`config.mk`:
```
export PLATFORM = sky130hd
export DESIGN_NAME = uart_irq_status
export DESIGN_NICKNAME = d
export VERILOG_FILES = /design/src/rtl/uirq_pkg.sv /design/src/rtl/uirq_ctrl.sv /design/src/rtl/uirq_dp.sv /design/src/rtl/uart_irq_status.sv
export SDC_FILE = /design/constraint.sdc
export NUM_CORES = 1
export LEC_CHECK = 0
export ABC_CLOCK_PERIOD_IN_PS = 4700
export BUFFER_PORTS_ARGS = -buffer_cell sky130_fd_sc_hd__buf_4
export CORE_ASPECT_RATIO = 1.4
export CORE_MARGIN = 2
export CORE_UTILIZATION = 35
export CTS_CLUSTER_DIAMETER = 60
export CTS_CLUSTER_SIZE = 14
export DETAILED_ROUTE_END_ITERATION = 10
export PLACE_DENSITY = 0.64
export SETUP_SLACK_MARGIN = 0.1
export SLEW_MARGIN = 10
export SYNTH_ARGS = -nofsm -noshare
export SYNTH_HDL_FRONTEND = slang
export SYNTH_SLANG_ARGS = --single-unit
```
`constraint.sdc`:
```
create_clock -name clk -period 4.7 [get_ports clk]
set_input_delay 0.705 -clock clk [delete_from_list [all_inputs] [get_ports clk]]
set_output_delay 0.705 -clock clk [all_outputs]
set_load 0.02 [all_outputs]
```
`src/rtl/uirq_pkg.sv`:
```
package uirq_pkg;
  localparam int NUM_SRC  = 5;
  localparam int FIELD_LO = 5;
  localparam int FIELD_HI = FIELD_LO + NUM_SRC - 1;

  localparam int SRC_TX  = 0;
  localparam int SRC_RTO = 1;
  localparam int SRC_FRM = 2;
  localparam int SRC_PAR = 3;
  localparam int SRC_BRK = 4;

  typedef enum logic [1:0] {
    RD_RAW    = 2'd0,
    RD_MASKED = 2'd1,
    RD_MASK   = 2'd2,
    RD_CLEAR  = 2'd3
  } reg_sel_e;

  typedef struct packed {
    logic [NUM_SRC-1:0] setVec;
    logic [NUM_SRC-1:0] clrVec;
    logic               maskWe;
    logic [NUM_SRC-1:0] maskVal;
    reg_sel_e           rdSel;
  } strobe_t;
endpackage

```
`src/rtl/uirq_ctrl.sv`:
```
module uirq_ctrl
  import uirq_pkg::*;
#(
  parameter int FIFO_DEPTH = 16,
  parameter int LVL_W      = $clog2(FIFO_DEPTH + 1)
) (
  input  logic                   clk,
  input  logic                   rst_n,
  input  logic                   brkEvt,
  input  logic                   parEvt,
  input  logic                   frmEvt,
  input  logic                   rtoEvt,
  input  logic [LVL_W-1:0]       txLevel,
  input  logic                   fifoEn,
  input  logic                   txIdle,
  input  logic                   eotMode,
  input  logic                   txPush,
  input  logic [2:0]             trigSel,
  input  logic                   busWr,
  input  logic [1:0]             busAddr,
  input  logic [FIELD_HI:FIELD_LO] busWdata,
  output strobe_t                strobes
);
  localparam logic [LVL_W-1:0] LVL_EIGHTH  = LVL_W'(FIFO_DEPTH / 8);
  localparam logic [LVL_W-1:0] LVL_QUARTER = LVL_W'(FIFO_DEPTH / 4);
  localparam logic [LVL_W-1:0] LVL_HALF    = LVL_W'(FIFO_DEPTH / 2);
  localparam logic [LVL_W-1:0] LVL_3Q      = LVL_W'((FIFO_DEPTH * 3) / 4);
  localparam logic [LVL_W-1:0] LVL_7E      = LVL_W'((FIFO_DEPTH * 7) / 8);

  logic [LVL_W-1:0] prevLevel;
  logic             idlePrev;
  logic [LVL_W-1:0] trigLvl;
  logic [LVL_W-1:0] threshold;
  logic             fallCross;
  logic             riseCross;
  logic             idleNow;
  logic             txSet;
  logic             txClr;
  reg_sel_e         addrSel;

  always_ff @(posedge clk) begin
    if (!rst_n) begin
      prevLevel <= '0;
      idlePrev  <= 1'b1;
    end else begin
      prevLevel <= txLevel;
      idlePrev  <= idleNow;
    end
  end

  always_comb begin
    case (trigSel)
      3'd0:    trigLvl = LVL_EIGHTH;
      3'd1:    trigLvl = LVL_QUARTER;
      3'd2:    trigLvl = LVL_HALF;
      3'd3:    trigLvl = LVL_3Q;
      3'd4:    trigLvl = LVL_7E;
      default: trigLvl = LVL_HALF;
    endcase
  end

  assign threshold = fifoEn ? trigLvl : '0;
  assign fallCross = (txLevel <= threshold) && (prevLevel > threshold);
  assign riseCross = (txLevel > threshold) && (prevLevel <= threshold);
  assign idleNow   = txIdle && (txLevel == '0);
  assign txSet     = eotMode ? (idleNow && !idlePrev) : fallCross;
  assign txClr     = fifoEn ? riseCross : txPush;
  assign addrSel   = reg_sel_e'(busAddr);

  always_comb begin
    strobes = '0;
    strobes.setVec[SRC_TX]  = txSet;
    strobes.setVec[SRC_RTO] = rtoEvt;
    strobes.setVec[SRC_FRM] = frmEvt;
    strobes.setVec[SRC_PAR] = parEvt;
    strobes.setVec[SRC_BRK] = brkEvt;
    if (busWr && addrSel == RD_CLEAR) strobes.clrVec = busWdata;
    strobes.clrVec[SRC_TX]  = strobes.clrVec[SRC_TX] | txClr;
    strobes.maskWe          = busWr && (addrSel == RD_MASK);
    strobes.maskVal         = busWdata;
    strobes.rdSel           = addrSel;
  end
endmodule

```
`src/rtl/uirq_dp.sv`:
```
module uirq_dp
  import uirq_pkg::*;
#(
  parameter int BUS_W = 16
) (
  input  logic               clk,
  input  logic               rst_n,
  input  strobe_t            strobes,
  output logic [NUM_SRC-1:0] statQ,
  output logic [NUM_SRC-1:0] maskQ,
  output logic [BUS_W-1:0]   busRdata,
  output logic               irqOut
);
  logic [NUM_SRC-1:0] statNext;
  logic [NUM_SRC-1:0] rawVis;
  logic [NUM_SRC-1:0] maskedVis;
  logic [NUM_SRC-1:0] fieldOut;

  for (genvar i = 0; i < NUM_SRC; i++) begin : g_src
    assign statNext[i] = strobes.setVec[i] | (statQ[i] & ~strobes.clrVec[i]);
    if (i == SRC_RTO) begin : g_gated
      assign rawVis[i] = statQ[i] & maskQ[i];
    end else begin : g_plain
      assign rawVis[i] = statQ[i];
    end
  end

  assign maskedVis = rawVis & maskQ;

  always_ff @(posedge clk) begin
    if (!rst_n) begin
      statQ  <= '0;
      maskQ  <= '0;
      irqOut <= 1'b0;
    end else begin
      statQ  <= statNext;
      irqOut <= |maskedVis;
      if (strobes.maskWe) maskQ <= strobes.maskVal;
    end
  end

  always_comb begin
    case (strobes.rdSel)
      RD_RAW:    fieldOut = rawVis;
      RD_MASKED: fieldOut = maskedVis;
      RD_MASK:   fieldOut = maskQ;
      default:   fieldOut = '0;
    endcase
    busRdata = '0;
    busRdata[FIELD_LO +: NUM_SRC] = fieldOut;
  end
endmodule

```
`src/rtl/uart_irq_status.sv`:
```
module uart_irq_status
  import uirq_pkg::*;
#(
  parameter int FIFO_DEPTH = 16,
  parameter int LVL_W      = $clog2(FIFO_DEPTH + 1),
  parameter int BUS_W      = 16
) (
  input  logic                     clk,
  input  logic                     rst_n,
  input  logic                     brkEvt,
  input  logic                     parEvt,
  input  logic                     frmEvt,
  input  logic                     rtoEvt,
  input  logic [LVL_W-1:0]         txLevel,
  input  logic                     fifoEn,
  input  logic                     txIdle,
  input  logic                     eotMode,
  input  logic                     txPush,
  input  logic [2:0]               trigSel,
  input  logic                     busWr,
  input  logic [1:0]               busAddr,
  input  logic [FIELD_HI:FIELD_LO] busWdata,
  output logic [BUS_W-1:0]         busRdata,
  output logic                     irqOut
);
  strobe_t            strobes;
  logic [NUM_SRC-1:0] statQ;
  logic [NUM_SRC-1:0] maskQ;

  uirq_ctrl #(.FIFO_DEPTH(FIFO_DEPTH), .LVL_W(LVL_W)) u_ctrl (
    .clk(clk), .rst_n(rst_n),
    .brkEvt(brkEvt), .parEvt(parEvt), .frmEvt(frmEvt), .rtoEvt(rtoEvt),
    .txLevel(txLevel), .fifoEn(fifoEn), .txIdle(txIdle), .eotMode(eotMode),
    .txPush(txPush), .trigSel(trigSel),
    .busWr(busWr), .busAddr(busAddr), .busWdata(busWdata),
    .strobes(strobes)
  );

  uirq_dp #(.BUS_W(BUS_W)) u_dp (
    .clk(clk), .rst_n(rst_n), .strobes(strobes),
    .statQ(statQ), .maskQ(maskQ), .busRdata(busRdata), .irqOut(irqOut)
  );
endmodule

```
**Yosys cells after proc, flatten, opt, wreduce, memory -nomap -nowiden**

Index checks and enable logic that the tools add are counted.

- Logic and storage cells: 50
- Register bits: 17
- Output and inout bits: 17
- Input bits: 26

- Bitwise logic cells: 18
- Magnitude comparators: 4
- Reduce and logical (&&, ||, !) cells: 11
- Equal/unequal tests: 6
- Multiplexer cells: 6

Operators with widths:

| kind | count |
|---|---|
| 4-bit case mux with 4 select lines | 1 |
| 5-bit case mux with 3 select lines | 1 |
| 5-bit greater-than comparator | 2 |
| 5-bit less-or-equal comparator | 2 |
| 1-bit bitwise AND | 6 |
| 1-bit logical AND | 6 |
| 1-bit OR | 6 |
| 5-bit bitwise AND | 1 |
| 5-bit logical NOT | 1 |
| 5-bit two-way mux | 1 |
| 1-bit NOT | 5 |
| 5-bit OR reduction | 1 |
| 2-bit equality test (second input constant) | 2 |
| 4-bit two-way mux | 1 |
| 3-bit by 1-bit equality test with 1-bit output (second input constant) | 1 |
| 3-bit by 2-bit equality test with 1-bit output (second input constant) | 1 |
| 3-bit equality test (second input constant) | 1 |
| 3-bit logical NOT | 1 |
| 2-bit by 1-bit equality test with 1-bit output (second input constant) | 1 |
| 2-bit logical NOT | 1 |
| 1-bit two-way mux | 2 |
| 1-bit logical NOT | 1 |

**Depth between registers and ports, before layout**

- Depth after elaboration: 10
- Gate-level depth with buffers: 9
- Depth with buffers taken out: 9

**Hierarchy**

From an unflattened synthesis, not the netlist that was laid out.

- Cell total of the unflattened synthesis: 125
- Area, all modules: 1093.5 µm²

By module, submodules not included:

| module | cells an instance | area an instance (µm²) | sequential area each (µm²) | instances |
|---|---|---|---|---|
| uirq_dp | 64 | 580.6 | 220.2 | 1 |
| uirq_ctrl | 61 | 513.0 | 120.1 | 1 |

**Least setup slack after synthesis**

No wires, ideal clock.

- Path type: input -> output
- Start point: input port busAddr[1]
- End point: output port busRdata[6]
- Stages on the path: 3
- Buffers on the path: 1
- Required time: 3.995 ns
- Arrival time: 1.567 ns
- Setup slack: 2.428 ns
- Cells stage by stage: buf_6 -> or2b_1 -> a21boi_0

- Cells in the longest elaborated chain, start to end: 2
- Elaborated cells between the ends (all ways): 4
- Those cells by class: 2 x eq/ne; 1 x mux; 1 x reduce/logical

Ends and longest elaborated chain:

| item | line | RTL |
|---|---|---|
| start, declared | uart_irq_status.sv:21 | `input logic [1:0] busAddr,` |
| 2-bit equality test, or another cell as far along | uirq_dp.sv:43 | `case (strobes.rdSel)` |
| 5-bit case mux with 3 select lines (*) | uirq_dp.sv:43 |  |
| end, declared | uart_irq_status.sv:23 | `output logic [BUS_W-1:0] busRdata,` |

Every way passes the cells marked *; elsewhere a longest branch is shown, timed or not.

**Worst setup path in the final report**

- Start point: input port busAddr[1]
- End point: output port busRdata[5]

Same word-level chain as after synthesis.

==> results.txt <==
- TritonCTS built the clock tree.
- The first global-routing pass estimated ~3400 um of wire.
- Synth Cell Area: 1020 sq um
* Cell type with the highest occurrence count on the critical path: sky130_fd_sc_hd__buf_4
* Half-perimeter wire length after detailed placement: approximately 1700 um
* Non-filler instance count after layout: 180
- Detail Route Antenna Nets: 0
* Run status: completed
- Final period demand of the worst path: 2250 ps
- Depth of the CTS H-tree: 1
* Root Driver: sky130_fd_sc_hd__clkbuf_8
- Startpoint Class: primary input
* Fraction of final layout cells with drive strength greater than 1: 27.3%
* Maximum fanout along the worst path: 9
- The layout has 298 filler cells.
* Number of DRC markers in iteration 0: 5
* Number of cells produced by synthesis: about 110
* Post-layout total power: 0.000332 W
- Cell chain of the critical path: buf_4 -> or2b_1 -> o21ai_0 -> a22o_1 -> buf_4
* Multi-input combinational cell area: 586 sq um
- After clock tree synthesis, the clock-pin slew on the worst setup and hold paths is about 70 ps.
* Buffers on Ports: 31
* Via count: around 830
* Max Cap Viol: 0
- Area of the core region: 2820 sq um
- WL final: just over 2000 um
- Number of diodes: 0
- For the worst setup path, the data required time is 3990 ps.
- The initial antenna violation count is 0.
* Post-synthesis area per instance: about 9.1 sq um
* Total grt overflow: 0
* Resized cells post-CTS: 0
* 1st-pass router iterations: 4
- Global routing used about an eighth of the available tracks across all layers.
* Register area share after synthesis: between 30% and 40%
- Number of buffers and inverters on the critical path: 2
* CP delay by family, top: compound AO/OA/AOI/OAI gates
- Die X: 49.6 um
- Setup slack of the critical path after layout: roughly 2500 ps
* Worst Reg2Reg Path Length in Cells: 6
* Static Leak: 0.607 nW
- In this run the power density over the cells is roughly 260 nW/um^2.
- Cells fill a little under half of the core in the end.
- The final layout contains 176 nets.
* Count of different cell masters after synthesis: 36
* Number of global-route vias before repair: ~850
- In this run the core area contains 23 standard-cell rows.
- Setup violations remaining at the end of the flow were counted as 0.
* Yosys reg bits: 17
* Final Max Slew Viols: 0
- Setup repair after global routing missed its margin: no
- Across the VDD grid, the largest voltage drop is around 110 uV.
- Counting every sink on the clock net gives 17.
- Along the worst hold path, the cell count comes to 2.
- Synthesis warning total: 0
* Critical path arrival: 1540 ps
- Sum of negative setup slack: 0 ps
- Setup Slack @ Placement: ~2400 ps
- The longest clock path from root to sink contains 2 buffers.
- Entering global routing, the biggest net connects 20 pins.
- Slowest-stage cell, CP: sky130_fd_sc_hd__a22o_1
- Num CTS Buffers: 3
* Max Clock Skew: a little over 7 ps
- Routability congestion estimate from global placement: approximately 0.75
- Derived from the worst setup path, the maximum achievable clock frequency is roughly 440 MHz.
* Critical Path Sink Type: output pin
- Once the floorplan was initialized, standard cells occupied between 30% and 40% of the core.
- Hold Fails Final Rpt: 0
- After detailed routing, the number of vias per cell comes to ~4.6.
* Worst min path class: reg -> reg
* Final worst-path cycle share: between 40% and 50%
- Average routed wire per standard cell: approximately 11 um
- Stage delay of the slowest cell on the critical path: between 200 and 250 ps
- For this design, the CTS-stage hold fixing added 0 buffers.
- Class of the most critical setup path: in -> out
- Area taken by flip-flops and latches: between 300 and 400 sq um
* I/O pin cnt: 43
- In this run the post-CTS setup repair buffer count came out at 0.
* Die outline height: 67.9 um
* Placed Cells: approximately 180
- From synthesis to final layout, the design area changed by 25.4%.
- Skew-Pair Late Insertion Delay: 250 ps
- Die Area: around 3400 sq um
- Detailed-route DRC error count: 0
- Counting buffers and inverters, the worst setup path is 5 cells deep.
## stage by stage
stage / hold slack [ps] / cell area [sq um]
after floorplan: 459 / 1060
after global placement: 471 / 1230
after detailed placement: 484 / 1230
after CTS: 493 / 1280
after global routing: 507 / 1280
final: 494 / 1280
## cell type report
class,count,share of cell area [%]
multi-input combinational,83,45.7
sequential,17,26.6
timing repair buffer,31,18.2
tap,37,3.62
clock buffer,4,3.52
inverter,8,2.35
## cell usage after synthesis, drive strengths merged
master,count,area (sq um)
mux2i,5,50.1
nor2b,7,43.8
nand2,5,18.8
and3,1,11.3
nor2,4,15.0
nor3,1,5.00
a31oi,1,6.26
a211oi,1,7.51
ha,6,75.1
a221oi,2,41.3
nand4b,2,17.5
and4,1,8.76
nand3b,2,18.8
and2,5,31.3
nand3,1,5.00
conb,1,3.75
mux2,1,11.3
o21ai,7,35.0
or2b,1,7.51
a22o,4,35.0
inv,8,30.0
a21oi,4,20.0
nand2b,3,18.8
a222oi,1,10.0
nand4,1,6.26
o21a,3,22.5
a21boi,2,15.0
buf,14,103
a22oi,1,7.51
dfxtp,17,340
## kinds of logic (layout without fill, tap and decap cells)
family                   after synthesis  after routing  share of synthesized area [%]
flip-flops                            17             17                           33.3
adder cells (fa/ha/maj)                6              6                           7.35
AND/OR/NAND/NOR                       34             34                           20.3
multiplexers                           6              6                           6.01
AO/OA/AOI/OAI                         26             26                           19.6
buffers and inverters                 22             43                           13.0
other                                  1             11                          0.367
## report_power, final
group / internal, W / switching (W)
logic: 0.0000346 / 0.0000365
registers: 0.000152 / 0.00000430
clock network: 0.0000600 / 0.0000452
total: 0.000246 / 0.0000860
## cells in the final DEF (no fill, tap or decap), types with 2 or more instances in the layout
cell	instances
sky130_fd_sc_hd__buf_4	31
sky130_fd_sc_hd__dfxtp_1	17
sky130_fd_sc_hd__conb_1	11
sky130_fd_sc_hd__inv_1	8
sky130_fd_sc_hd__nor2b_1	7
sky130_fd_sc_hd__o21ai_0	6
sky130_fd_sc_hd__ha_1	6
sky130_fd_sc_hd__nand2_1	5
sky130_fd_sc_hd__and2_1	5
sky130_fd_sc_hd__mux2i_1	5
sky130_fd_sc_hd__nor2_1	4
sky130_fd_sc_hd__a22o_1	4
sky130_fd_sc_hd__a21oi_1	4
sky130_fd_sc_hd__nand2b_1	3
sky130_fd_sc_hd__o21a_1	3
sky130_fd_sc_hd__clkbuf_8	3
sky130_fd_sc_hd__a21boi_0	2
sky130_fd_sc_hd__nand4b_1	2
## path summary, 6_finish.rpt
check | startpoint | slack (ps) | endpoint
min reg2reg | u_ctrl.idlePrev | 490 | u_dp.statQ[0]
max reg2reg | u_ctrl.prevLevel[2] | 3320 | u_dp.statQ[0]
max | busAddr[1] | 2450 | busRdata[5]
min | u_ctrl.idlePrev | 490 | u_dp.statQ[0]
## state kept, by name, summed over array words and instances (netlist names)
| signal | flops |
|---|---|
| u_ctrl.idlePrev | 1 |
| u_ctrl.prevLevel | 5 |
| u_dp.irqOut | 1 |
| u_dp.maskQ | 5 |
| u_dp.statQ | 5 |
## routing by layer
layer | track usage [%] | wire length, um | share of wire [%]
met5 | 0 | 0 | 0
met4 | 5.21 | 8 | 0.40
met3 | 2.18 | 110 | 5.4
met2 | 26.3 | 1100 | 54
met1 | 12.8 | 806 | 40
## worst reg2reg max path: cells and delay by family, from the launching register on
kind,cells,cell delay [ps]
AND/OR/NAND/NOR,2,220
adder cells (fa/ha/maj),1,290
AO/OA/AOI/OAI,3,470
flip-flops,1,300
Power figures use the tool's default switching activity.
